==> src/rtl/pfd_pkg.sv <==
package pfd_pkg;
   typedef enum logic [1:0] {
      PW_RUN   = 2'd0,
      PW_DRAIN = 2'd1,
      PW_OFF   = 2'd2,
      PW_WAKE  = 2'd3
   } pwr_state_t;
endpackage

==> src/rtl/pfd_edge.sv <==
module pfd_edge #(
   parameter int MON_SRC = 1
) (
   input  logic clk,
   input  logic rst_n,
   input  logic ref_in,
   input  logic osc_in,
   output logic ref_rise,
   output logic osc_rise,
   output logic mon
);
   logic ref_d, osc_d;

   always_ff @(posedge clk or negedge rst_n) begin
      if (!rst_n) begin
         ref_d <= 1'b0;
         osc_d <= 1'b0;
      end else begin
         ref_d <= ref_in;
         osc_d <= osc_in;
      end
   end

   assign ref_rise = ref_in & ~ref_d;
   assign osc_rise = osc_in & ~osc_d;

   generate
      if (MON_SRC == 1) begin : g_mon_osc
         assign mon = osc_d;
      end else begin : g_mon_ref
         assign mon = ref_d;
      end
   endgenerate
endmodule

==> src/rtl/pfd_core.sv <==
module pfd_core #(
   parameter int RST_DLY = 2
) (
   input  logic clk,
   input  logic rst_n,
   input  logic ref_rise,
   input  logic osc_rise,
   input  logic ref_ok,
   input  logic osc_ok,
   input  logic hold,
   output logic up_q,
   output logic dn_q
);
   localparam int DLY_W = $clog2(RST_DLY + 1);
   localparam logic [DLY_W-1:0] DLY_LAST = DLY_W'(RST_DLY - 1);

   logic [DLY_W-1:0] dly_cnt;

   always_ff @(posedge clk or negedge rst_n) begin
      if (!rst_n) begin
         up_q    <= 1'b0;
         dn_q    <= 1'b0;
         dly_cnt <= '0;
      end else if (hold) begin
         up_q    <= 1'b0;
         dn_q    <= 1'b0;
         dly_cnt <= '0;
      end else if (up_q && dn_q) begin
         if (dly_cnt == DLY_LAST) begin
            up_q    <= 1'b0;
            dn_q    <= 1'b0;
            dly_cnt <= '0;
         end else begin
            dly_cnt <= dly_cnt + 1'b1;
         end
      end else begin
         up_q <= up_q | (ref_rise & ref_ok);
         dn_q <= dn_q | (osc_rise & osc_ok);
      end
   end
endmodule

==> src/rtl/pfd_pwr_seq.sv <==
module pfd_pwr_seq
   import pfd_pkg::*;
(
   input  logic clk,
   input  logic rst_n,
   input  logic pd_req_n,
   input  logic ref_rise,
   input  logic idle,
   output logic hold,
   output logic ref_ok,
   output logic osc_ok,
   output logic sleep
);
   pwr_state_t st, st_nx;

   always_comb begin
      st_nx = st;
      unique case (st)
         PW_RUN:   if (!pd_req_n) st_nx = PW_DRAIN;
         PW_DRAIN: begin
            if (pd_req_n)  st_nx = PW_RUN;
            else if (idle) st_nx = PW_OFF;
         end
         PW_OFF:   if (pd_req_n) st_nx = PW_WAKE;
         PW_WAKE: begin
            if (!pd_req_n)    st_nx = PW_OFF;
            else if (ref_rise) st_nx = PW_RUN;
         end
         default:  st_nx = PW_OFF;
      endcase
   end

   always_ff @(posedge clk or negedge rst_n) begin
      if (!rst_n) st <= PW_RUN;
      else        st <= st_nx;
   end

   assign hold   = (st == PW_OFF) || (st == PW_DRAIN && idle && !pd_req_n);
   assign osc_ok = (st != PW_WAKE);
   assign ref_ok = !(st == PW_WAKE && !pd_req_n);
   assign sleep  = (st == PW_OFF) || (st == PW_WAKE);
endmodule

==> src/rtl/pfd_lock_mon.sv <==
module pfd_lock_mon #(
   parameter int CNT_W = 8
) (
   input  logic             clk,
   input  logic             rst_n,
   input  logic             active,
   input  logic [CNT_W-1:0] lock_limit,
   output logic             lock_det
);
   logic [CNT_W-1:0] act_cnt;

   always_ff @(posedge clk or negedge rst_n) begin
      if (!rst_n)                   act_cnt <= '0;
      else if (!active)             act_cnt <= '0;
      else if (act_cnt != '1)       act_cnt <= act_cnt + 1'b1;
   end

   assign lock_det = !(active && (act_cnt >= lock_limit));
endmodule

==> src/rtl/pfd_pd_gate.sv <==
module pfd_pd_gate #(
   parameter int RST_DLY = 2,
   parameter int CNT_W   = 8,
   parameter int MON_SRC = 1
) (
   input  logic             clk,
   input  logic             rst_n,
   input  logic             ref_pulse,
   input  logic             osc_pulse,
   input  logic             pol_sel,
   input  logic             pd_req_n,
   input  logic [CNT_W-1:0] lock_limit,
   output logic             pump_up,
   output logic             pump_dn,
   output logic             pump_oe,
   output logic             ext_pp,
   output logic             ext_od_oe,
   output logic             mon_out,
   output logic             lock_det,
   output logic             sleep_o
);
   generate
      if (RST_DLY < 1) begin : g_bad_dly
         $error("RST_DLY must be at least 1");
      end
      if (CNT_W < 2) begin : g_bad_cnt
         $error("CNT_W must be at least 2");
      end
      if (MON_SRC != 0 && MON_SRC != 1) begin : g_bad_mon
         $error("MON_SRC must be 0 or 1");
      end
   endgenerate

   logic ref_rise, osc_rise;
   logic up_q, dn_q;
   logic hold, ref_ok, osc_ok;
   logic idle;

   pfd_edge #(.MON_SRC(MON_SRC)) edge_i (
      .clk(clk), .rst_n(rst_n), .ref_in(ref_pulse), .osc_in(osc_pulse),
      .ref_rise(ref_rise), .osc_rise(osc_rise), .mon(mon_out)
   );

   pfd_core #(.RST_DLY(RST_DLY)) core_i (
      .clk(clk), .rst_n(rst_n), .ref_rise(ref_rise), .osc_rise(osc_rise),
      .ref_ok(ref_ok), .osc_ok(osc_ok), .hold(hold),
      .up_q(up_q), .dn_q(dn_q)
   );

   assign idle = !(up_q || dn_q);

   pfd_pwr_seq seq_i (
      .clk(clk), .rst_n(rst_n), .pd_req_n(pd_req_n), .ref_rise(ref_rise),
      .idle(idle), .hold(hold), .ref_ok(ref_ok), .osc_ok(osc_ok),
      .sleep(sleep_o)
   );

   pfd_lock_mon #(.CNT_W(CNT_W)) lock_i (
      .clk(clk), .rst_n(rst_n), .active(!idle), .lock_limit(lock_limit),
      .lock_det(lock_det)
   );

   assign pump_up   = pol_sel ? up_q : dn_q;
   assign pump_dn   = pol_sel ? dn_q : up_q;
   assign pump_oe   = pump_up | pump_dn;
   assign ext_pp    = pump_up;
   assign ext_od_oe = pump_dn;
endmodule

==> config.mk <==
export PLATFORM = sky130hd
export DESIGN_NAME = pfd_pd_gate
export DESIGN_NICKNAME = d
export VERILOG_FILES = /design/src/rtl/pfd_pkg.sv /design/src/rtl/pfd_edge.sv /design/src/rtl/pfd_core.sv /design/src/rtl/pfd_pwr_seq.sv /design/src/rtl/pfd_lock_mon.sv /design/src/rtl/pfd_pd_gate.sv
export SDC_FILE = /design/constraint.sdc
export NUM_CORES = 1
export LEC_CHECK = 0
export BUFFER_PORTS_ARGS = -buffer_cell sky130_fd_sc_hd__buf_4
export CORE_MARGIN = 5
export CORE_UTILIZATION = 45
export DETAILED_ROUTE_END_ITERATION = 7
export PLACE_DENSITY = 0.7
export RECOVER_POWER = 25
export REMOVE_ABC_BUFFERS = 1
export SYNTH_ARGS = -nofsm -noshare
export SYNTH_HDL_FRONTEND = slang
export SYNTH_SLANG_ARGS = --single-unit
export TNS_END_PERCENT = 50
==> constraint.sdc <==
create_clock -name clk -period 1.3 [get_ports clk]
set_input_delay 0.195 -clock clk [delete_from_list [all_inputs] [get_ports clk]]
set_output_delay 0.195 -clock clk [all_outputs]
set_load 0.005 [all_outputs]
==> results of run 1 <==
==> cell usage after synthesis, types with 2 or more instances <==
cell type / number / area [µm²]
ha_1: 9 / 113
dfrtp_1: 16 / 400
buf_4: 2 / 15.0
a31oi_1: 2 / 12.5
inv_1: 14 / 52.6
a211oi_1: 2 / 15.0
a21oi_1: 7 / 35.0
nand2_1: 8 / 30.0
o211ai_1: 3 / 22.5
o21ai_0: 4 / 20.0
nand3_1: 4 / 20.0
nand2b_1: 2 / 12.5
nor2_1: 16 / 60.1
a2111oi_0: 2 / 17.5
nor3_1: 4 / 20.0
and3_1: 2 / 12.5
nor2b_1: 2 / 12.5
==> what timing repair did <==
action / CTS / global route
resized for setup: 13 / 19
cloned: 0 / 0
hold buffers: 1 / 0
hold endpoints to repair: 16 / 0
pin swaps: 4 / 15
setup endpoints to repair: 9 / 16
buffers inserted: 6 / 4
==> critical path, cell delays in order, from the launching register on <==
cell       delay, ns
dfrtp_1         0.42
ha_4            0.28
o211ai_1        0.10
a2111oi_1       0.41
o21ai_1         0.11
buf_4           0.14
==> how the worst min path moves through the flow <==
stage	end	slack (ns)	from	cells after the start
final	edge_i.ref_d$_DFF_PN0_	0.04	ref_pulse	1
after global routing	edge_i.ref_d$_DFF_PN0_	0.03	ref_pulse	1
after CTS	edge_i.ref_d$_DFF_PN0_	0.02	ref_pulse	1
after detailed placement	core_i.dn_q$_DFFE_PN0P_	0.06	rst_n	1
after global placement	core_i.dn_q$_DFFE_PN0P_	0.07	rst_n	1
after floorplan	async pin	-0.10	rst_n	0
==> cells in the final DEF (no fill, tap or decap), drive strengths merged, types with 2 or more instances in the layout <==
| cell | netlist | routed |
|---|---|---|
| buf | 3 | 37 |
| nor2 | 18 | 18 |
| dfrtp | 16 | 16 |
| inv | 14 | 14 |
| ha | 9 | 9 |
| nand2 | 8 | 8 |
| a21oi | 7 | 7 |
| clkbuf | 2 | 7 |
| o21ai | 6 | 6 |
| nor3 | 5 | 5 |
| nand3 | 4 | 4 |
| o211ai | 3 | 3 |
| and3 | 2 | 2 |
| nor2b | 2 | 2 |
| nand2b | 2 | 2 |
| a211oi | 2 | 2 |
| a2111oi | 2 | 2 |
| nand4 | 2 | 2 |
| a31oi | 2 | 2 |
==> registers in the layout, indices dropped and copies added (netlist names), named ones only <==
register,flops
lock_i.act_cnt,8
core_i.dly_cnt,2
core_i.dn_q,1
core_i.up_q,1
edge_i.mon,1
edge_i.ref_d,1
seq_i.st,1
==> kinds of logic (layout without fill, tap and decap cells) <==
family / after synthesis / in the layout / share of synthesized area, %
and+or+nand+nor: 44 / 44 / 23.0
AOI/OAI and AO/OA: 25 / 25 / 15.6
buffers and inverters: 19 / 59 / 9.12
DFF: 16 / 16 / 37.9
adders and majority gates: 9 / 9 / 10.7
xor gates and xnor gates: 2 / 2 / 1.66
muxes: 2 / 2 / 2.01
==> stage by stage <==
stage / power [mW] / setup WS [ns]
3_5_place_dp: 1.77 / -0.351
5_1_grt: 2.69 / -0.742
2_1_floorplan: 1.32 / -0.190
4_1_cts: 2.32 / -0.581
3_3_place_gp: 1.73 / -0.341
6_report: 2.53 / -0.646
==> cell type report <==
class	count	area, µm²
fillers	173	717
multi-input cells	82	668
repair buffers	41	319
clock buffers	4	36.3
well taps	28	35.0
inverters	14	55.1
flip-flops and latches	16	403
==> layer usage <==
| metal | part of all wire, % | GRT usage [%] | routed length (µm) | vias up |
|---|---|---|---|---|
| li1 | - | - | - | 483 |
| met1 | 41 | 19.8 | 1080 | 492 |
| met2 | 55 | 27.8 | 1460 | 19 |
| met3 | 2.9 | 2.19 | 76 | 4 |
| met4 | 1.1 | 3.64 | 29 | 0 |
| met5 | 0 | 0 | 0 | - |
==> power by group <==
group	internal, mW	switching [mW]	leakage, nW
Sequential	0.626	0.187	0.205
Clock	0.170	0.164	0.0210
Combinational	0.738	0.645	0.499
==> flow_summary.toml, run 1 <==
[run_status]
outcome = "finished with violations"
violations = "setup timing"

[global_routing]
grt_usage_pct = 15.6
grt_first_pass_wirelength_mm = 4.21
grt_pass1_vias = 979
overflow = 0
antenna_found_initial = 0
grt_max_degree = 17

[clock_network]
clockRootBuffer = "clkbuf_4"
cts.sinks = 16
path_clk_slew_ns = 0.10
clk_path_buf_depth = 2
h-tree-depth = 1
cts_buffers = 3
cts_tree = "done"
clkLatencyLatePin_ns = 0.28

[timing]
finalHoldWorstSlack_ns = 0.0426
period_needed_ns = 1.95
setup_slack_ns = -0.646
final.setup.tns_ns = -1.16
fin_crit_sh_pct = 150
finalHoldViolations = 0
clock_skew_ns = 0.00163
setup_viol = 8
fmax_ghz = 0.514
rsz0062_at_grt = "yes"
finalMaxSlewViolations = 0
relSlewSlack_pct = 72.2
worst_slew_pin_slew_ns = 0.418

[drt]
wl_mm = 2.65
vias = 998
ant_nets = 0
drc = 0
drt_iter0_markers = 13
via_per_inst = 5.39
wire_per_inst_um = 14.3
drtPass1Iterations = 4

[worst_setup_path]
arrival_ns = 1.75
timing.rr.end = "lock_i.act_cnt[3]$_DFFE_PN0P_"
critPathCaptureType = "primary output"
crit_end = "lock_det"
cp.required_ns = 1.11
startpoint = "lock_i.act_cnt[2]$_DFFE_PN0P_"
worstPathMaxFanout = 2
r2r_slack_ns = -0.12
crit_type = "reg2out"
cp-start-kind = "flip-flop"
reg2regPathDepth = 7
r2r-start = "lock_i.act_cnt[0]$_DFFE_PN0P_"

[die]
core_um2 = 2230
dieArea_um2 = 3420
io_pins = 22
placementRows = 17
die_width_um = 58.4
die_y_um = 58.4
start_util_pct = 47.3

[final_layout]
layout-drive-gt1-share_pct = 43.9
stdcell_count = 185
nets = 181
finish.utilization_pct = 67.9
antenna_cells = 0
area_delta_synth_final_pct = 43.6
finalInstanceArea_um2 = 1520

[synth]
synthCells = 117
ys_seq_area_share_pct = 37.9
syn_area_um2 = 1060
synth-seq-cells = 16
synthFlopType = "dfrtp_1"
async_reset_ff_share_pct = 100
yosysUniqueCellTypes = 35
ys_warn_count = 0
synth_edf_count = 0
synth.avg_cell_area_um2 = 9.03

[placement]
placedCellCount = 171
hpwl_mm = 1.76
numPortBuffers = 21
post_dp_cell_area_um2 = 1280
gp_congestion = 0.843

[pwr]
power.leakage_nw = 0.725
ir_worst_vdd_mv = 1.02
cellPowerDensity_nw_per_um2 = 1670

[min_path]
hold_class = "in2reg"

[job]
cap_violations = 0
No activity file was read; power rests on OpenSTA's default activity.
==> inputs of run 2 (changes only) <==
- CORE_UTILIZATION: 45 -> 48
- PLACE_DENSITY: 0.7 -> 0.74
==> run 2 against run 1 <==
Compared with the run above:
- clock power is essentially flat
- the run still ends with setup timing left
- core utilization grew 3.0 points
- first-iteration DRC count grew 69%
- flip-flop and latch count is the same
- largest power group unchanged
- hold slack gained 0.00066 ns
- sequential share of layout area is essentially flat
- critical path type unchanged
- cell count grew 0.54%
==> flow_summary.toml, run 2 (synthesized netlist as in run 1, its figures left out) <==
[die]
core_um2 = 2150
die_width_um = 56.9
die_y_um = 56.9
dieArea_um2 = 3240
io_pins = 22
placementRows = 17
start_util_pct = 49.2

[pwr]
ir_worst_vdd_mv = 1.11
power.leakage_nw = 0.739
cellPowerDensity_nw_per_um2 = 1690

[global_routing]
antenna_found_initial = 0
grt_max_degree = 17
overflow = 0
grt_first_pass_wirelength_mm = 4.20
grt_pass1_vias = 1009
grt_usage_pct = 16.5

[min_path]
min_to = "edge_i.mon$_DFF_PN0_"
hold_class = "in2reg"
holdPathStages = 1
worstHoldStart = "osc_pulse"

[final_layout]
finish.utilization_pct = 70.9
multiInputGateArea_um2 = 656
largest_register_ffs = 8
final_cell_mix = "33 x buf_4, 15 x nor2_1, 13 x dfrtp_1"
largest_registers = "lock_i.act_cnt (8), core_i.dly_cnt (2)"
regArea_um2 = 404
area_delta_synth_final_pct = 44.2
antenna_cells = 0
regMostFlops = "lock_i.act_cnt"
final_common_cell = "buf_4"
layout-drive-gt1-share_pct = 44.3
fill_cells = 158
nets = 182

[clock_network]
cts_tree = "done"
h-tree-depth = 1
clkLatencyLatePin_ns = 0.28
cts.sinks = 16
clk_path_buf_depth = 2
path_clk_slew_ns = 0.10
clockRootBuffer = "clkbuf_4"
cts_buffers = 3

[worst_setup_path]
cp.required_ns = 1.11
r2r-start = "lock_i.act_cnt[1]$_DFFE_PN0P_"
reg2regPathDepth = 6
cp-start-kind = "flip-flop"
crit_type = "reg2out"
critPathCaptureType = "primary output"
arrival_ns = 1.70
worstPathMaxFanout = 2
timing.rr.end = "lock_i.act_cnt[1]$_DFFE_PN0P_"
r2r_slack_ns = 0.02

[timing]
finalMaxSlewViolations = 0
rsz0062_at_grt = "yes"
fin_crit_sh_pct = 146
clock_skew_ns = 0.000469
final.setup.tns_ns = -0.874
relSlewSlack_pct = 73.1
fmax_ghz = 0.528
setup_viol = 5
worst_slew_pin_slew_ns = 0.404
finalHoldViolations = 0
setup_slack_ns = -0.594
period_needed_ns = 1.89

[drt]
drt_iter0_markers = 22
via_per_inst = 5.31
drc = 0
drtPass1Iterations = 4
ant_nets = 0
wire_per_inst_um = 13.8
wl_mm = 2.56
vias = 988

[placement]
numPortBuffers = 21
gp_congestion = 0.881
hpwl_mm = 1.77

[job]
cap_violations = 0

[run_status]
violations = "setup timing"
outcome = "finished with violations"
run 2: changes by cell type in the layout (fill, tap and decap cells not counted), sizes merged:
cell	change
buf	+1
clkbuf	-1
dlygate4sd3	+1
run 2: area by class of cell:
type	instances	area share (%)
repair buffers	42	22.1
inverters	14	3.62
clock buffers	4	2.38
multi-input cells	82	43.1
flip-flops and latches	16	26.5
well taps	28	2.30
run 2: per-layer routing:
layer	up-vias	global-route usage, %	routed length (µm)
met1	481	19.4	1100
met2	17	29.0	1360
met4	0	7.62	49
met3	4	2.76	56
li1	486	-	-
met5	-	0	0
run 2: critical path, cell delays in order (launching register included):
cell and delay (ns):
dfrtp_1 0.41, ha_1 0.29, o211ai_1 0.11, a2111oi_2 0.38
o21ai_1 0.10, buf_4 0.14
run 2: worst max-delay path by stage:
stage                                              from  endpoint  slack, ns  cells past startpoint
after floorplan           lock_i.act_cnt[2]$_DFFE_PN0P_  lock_det      -0.19                      4
after global placement    lock_i.act_cnt[2]$_DFFE_PN0P_  lock_det      -0.28                      5
after detailed placement  lock_i.act_cnt[2]$_DFFE_PN0P_  lock_det      -0.29                      5
after CTS                 lock_i.act_cnt[2]$_DFFE_PN0P_  lock_det      -0.59                      5
after global routing      lock_i.act_cnt[0]$_DFFE_PN0P_  lock_det      -0.75                      6
final                     lock_i.act_cnt[1]$_DFFE_PN0P_  lock_det      -0.59                      5
run 2: metrics by stage:
stage | hold slack (ns) | setup WS, ns | power, mW | cells | area [µm²]
global placement | 0.0649 | -0.281 | 1.78 | 174 | 1300
finish | 0.0432 | -0.594 | 2.57 | 186 | 1520
detailed placement | 0.0669 | -0.295 | 1.84 | 174 | 1300
global route | 0.0259 | -0.751 | 2.75 | 186 | 1520
CTS | 0.00825 | -0.592 | 2.35 | 183 | 1410
floorplan | -0.101 | -0.190 | 1.32 | 112 | 1010
run 2: power breakdown:
part	internal, mW	total (mW)	leakage, nW	switching, mW
logic	0.763	1.41	0.514	0.646
registers	0.628	0.827	0.204	0.199
clock network	0.170	0.332	0.0210	0.162
run 2: timing repair:
action	CTS	global route
setup buffers	4	5
endpoints found under the hold margin	16	1
resized for setup	13	20
hold buffers	1	1
pin swaps	4	12
endpoints found under the setup margin	9	16
==> inputs of run 3 (changes only) <==
- SETUP_SLACK_MARGIN: default -> 0.2
==> run 3 against run 2 <==
Compared with the run above:
- the flow still finishes with violations (setup timing)
- cell count is 3.8% higher
- die area stayed put
- hold slack got worse by 0.0035 ns
- sequential share of layout area down 2.6 points
- combinational power rose by 30%
- clock power rose by 2%
- clock-buffer cell count is the same
- core utilization increased by 8.0 points
- flip-flop and latch count stayed put
- register-to-register slack worse by 0.04 ns
- critical path depth unchanged
==> flow_summary.toml, run 3 (synthesized netlist as in run 1, its figures left out) <==
[run_status]
outcome = "finished with violations"
violations = "setup timing"

[timing]
finalHoldWorstSlack_ns = 0.0397
worst_slew_pin_slew_ns = 0.431
clock_skew_ns = 0.00509
setup_viol = 9
setup_slack_ns = -0.642
fmax_ghz = 0.515
relSlewSlack_pct = 71.2
finalMaxSlewViolations = 0
period_needed_ns = 1.94
final.setup.tns_ns = -0.969
fin_crit_sh_pct = 149
finalHoldViolations = 0
rsz0062_at_grt = "yes"

[pwr]
finalPower_mw = 3.04
p_switching_mw = 1.22
p_clk_share_pct = 11.2
power.leakage_nw = 0.780
swShare_pct = 40.2
power.internal_mw = 1.82
ir_worst_vdd_mv = 1.49
cellPowerDensity_nw_per_um2 = 1790
p_seq_share_pct = 28.5
power.share.combinational_pct = 60.4

[die]
start_util_pct = 49.2
core_um2 = 2150
die_width_um = 56.9
placementRows = 17
dieArea_um2 = 3240
die_y_um = 56.9
io_pins = 22

[job]
cap_violations = 0

[global_routing]
antenna_found_initial = 0
grt_pass1_vias = 1013
overflow = 0
grt_max_degree = 17
grt_first_pass_wirelength_mm = 4.53
grt_usage_pct = 18.1

[placement]
place_ws_ns = -0.295
placedCellCount = 174
gp_congestion = 0.881
post_dp_cell_area_um2 = 1300
hpwl_mm = 1.77
numPortBuffers = 21

[worst_setup_path]
path_cells = "ha_4, o211ai_1, a2111oi_2, o21ai_1, buf_4"
cp_top_family = "compound AO/OA/AOI/OAI gates"
slowest_delay_ns = 0.43
crit_type = "reg2out"
cp-start-kind = "flip-flop"
worstPathMaxFanout = 2
path_buf_inv = 1
slowest_stage = "dfrtp_1"
r2r_slack_ns = -0.02
critPathCaptureType = "primary output"
cp.required_ns = 1.11
arrival_ns = 1.75

[final_layout]
antenna_cells = 0
stdcell_count = 193
regMostFlops = "lock_i.act_cnt"
finish.utilization_pct = 78.9
layout-drive-gt1-share_pct = 51.5
largest_registers = "lock_i.act_cnt (8), core_i.dly_cnt (2)"
final_cell_mix = "33 x buf_4, 12 x inv_1, 12 x nor2_1, 12 x dfrtp_1, 12 x buf_6"
largest_register_ffs = 8
nets = 189
finalInstanceArea_um2 = 1700
area_delta_synth_final_pct = 60.5
final_common_cell = "buf_4"

[clock_network]
clockRootBuffer = "clkbuf_4"
cts_buffers = 3
path_clk_slew_ns = 0.10
h-tree-depth = 1
cts.sinks = 16
clkLatencyLatePin_ns = 0.29
clk_path_buf_depth = 2
cts_tree = "done"

[drt]
ant_nets = 0
wl_mm = 3.12
vias = 1041
drt_iter0_markers = 28
drtPass1Iterations = 4
drc = 0
wire_per_inst_um = 16.2
via_per_inst = 5.39

[min_path]
hold_class = "in2reg"
==> run 3: path summary, 6_finish.rpt <==
path	startpoint	cells after the start	to
worst max-delay path	lock_i.act_cnt[2]$_DFFE_PN0P_	5	lock_det
worst min-delay path	osc_pulse	1	edge_i.mon$_DFF_PN0_
worst max register to register	lock_i.act_cnt[0]$_DFFE_PN0P_	7	lock_i.act_cnt[3]$_DFFE_PN0P_
worst min register to register	core_i.dly_cnt[1]$_DFFE_PN0P_	2	core_i.dly_cnt[1]$_DFFE_PN0P_
max in group asynchronous	rst_n	2	seq_i.st[0]$_DFFE_PN0P_
min in group asynchronous	rst_n	2	core_i.dly_cnt[1]$_DFFE_PN0P_
==> run 3: cell type report <==
class / count / area (µm²)
fill: 132 / 453
multi-input combinational: 82 / 748
sequential: 16 / 405
clock buffer: 4 / 36.3
tap: 28 / 35.0
inverter: 14 / 55.1
timing repair buffer: 49 / 415
==> run 3: metal layers <==
layer	track usage, %	share of wire, %
met1	21.0	40
met4	7.95	1.9
met3	2.99	5.2
met2	32.3	52
met5	0	0
==> run 3: repair_timing <==
action                     in CTS  in global routing
hold buffers                    1                  1
setup endpoints to repair      20                 21
hold endpoints to repair       16                  1
pin swaps                      16                 18
resized for setup              32                 24
setup buffers                   6                  7
==> run 3: worst register-to-register path: stages, from the launching register on <==
cell     delay (ns)
dfrtp_1        0.36
buf_4          0.11
buf_6          0.10
ha_4           0.16
nand3_4        0.10
o21ai_4        0.16
xor2_1         0.17
nor2_1         0.06
==> run 3: power by group through the flow <==
| stage | clock, mW | sequential (mW) | combinational [mW] |
|---|---|---|---|
| floorplan | 0 | 0.815 | 0.503 |
| global placement | 0 | 0.800 | 0.978 |
| detailed placement | 0 | 0.813 | 1.02 |
| CTS | 0.339 | 0.805 | 1.39 |
| global route | 0.375 | 0.886 | 1.97 |
| finish | 0.339 | 0.866 | 1.83 |
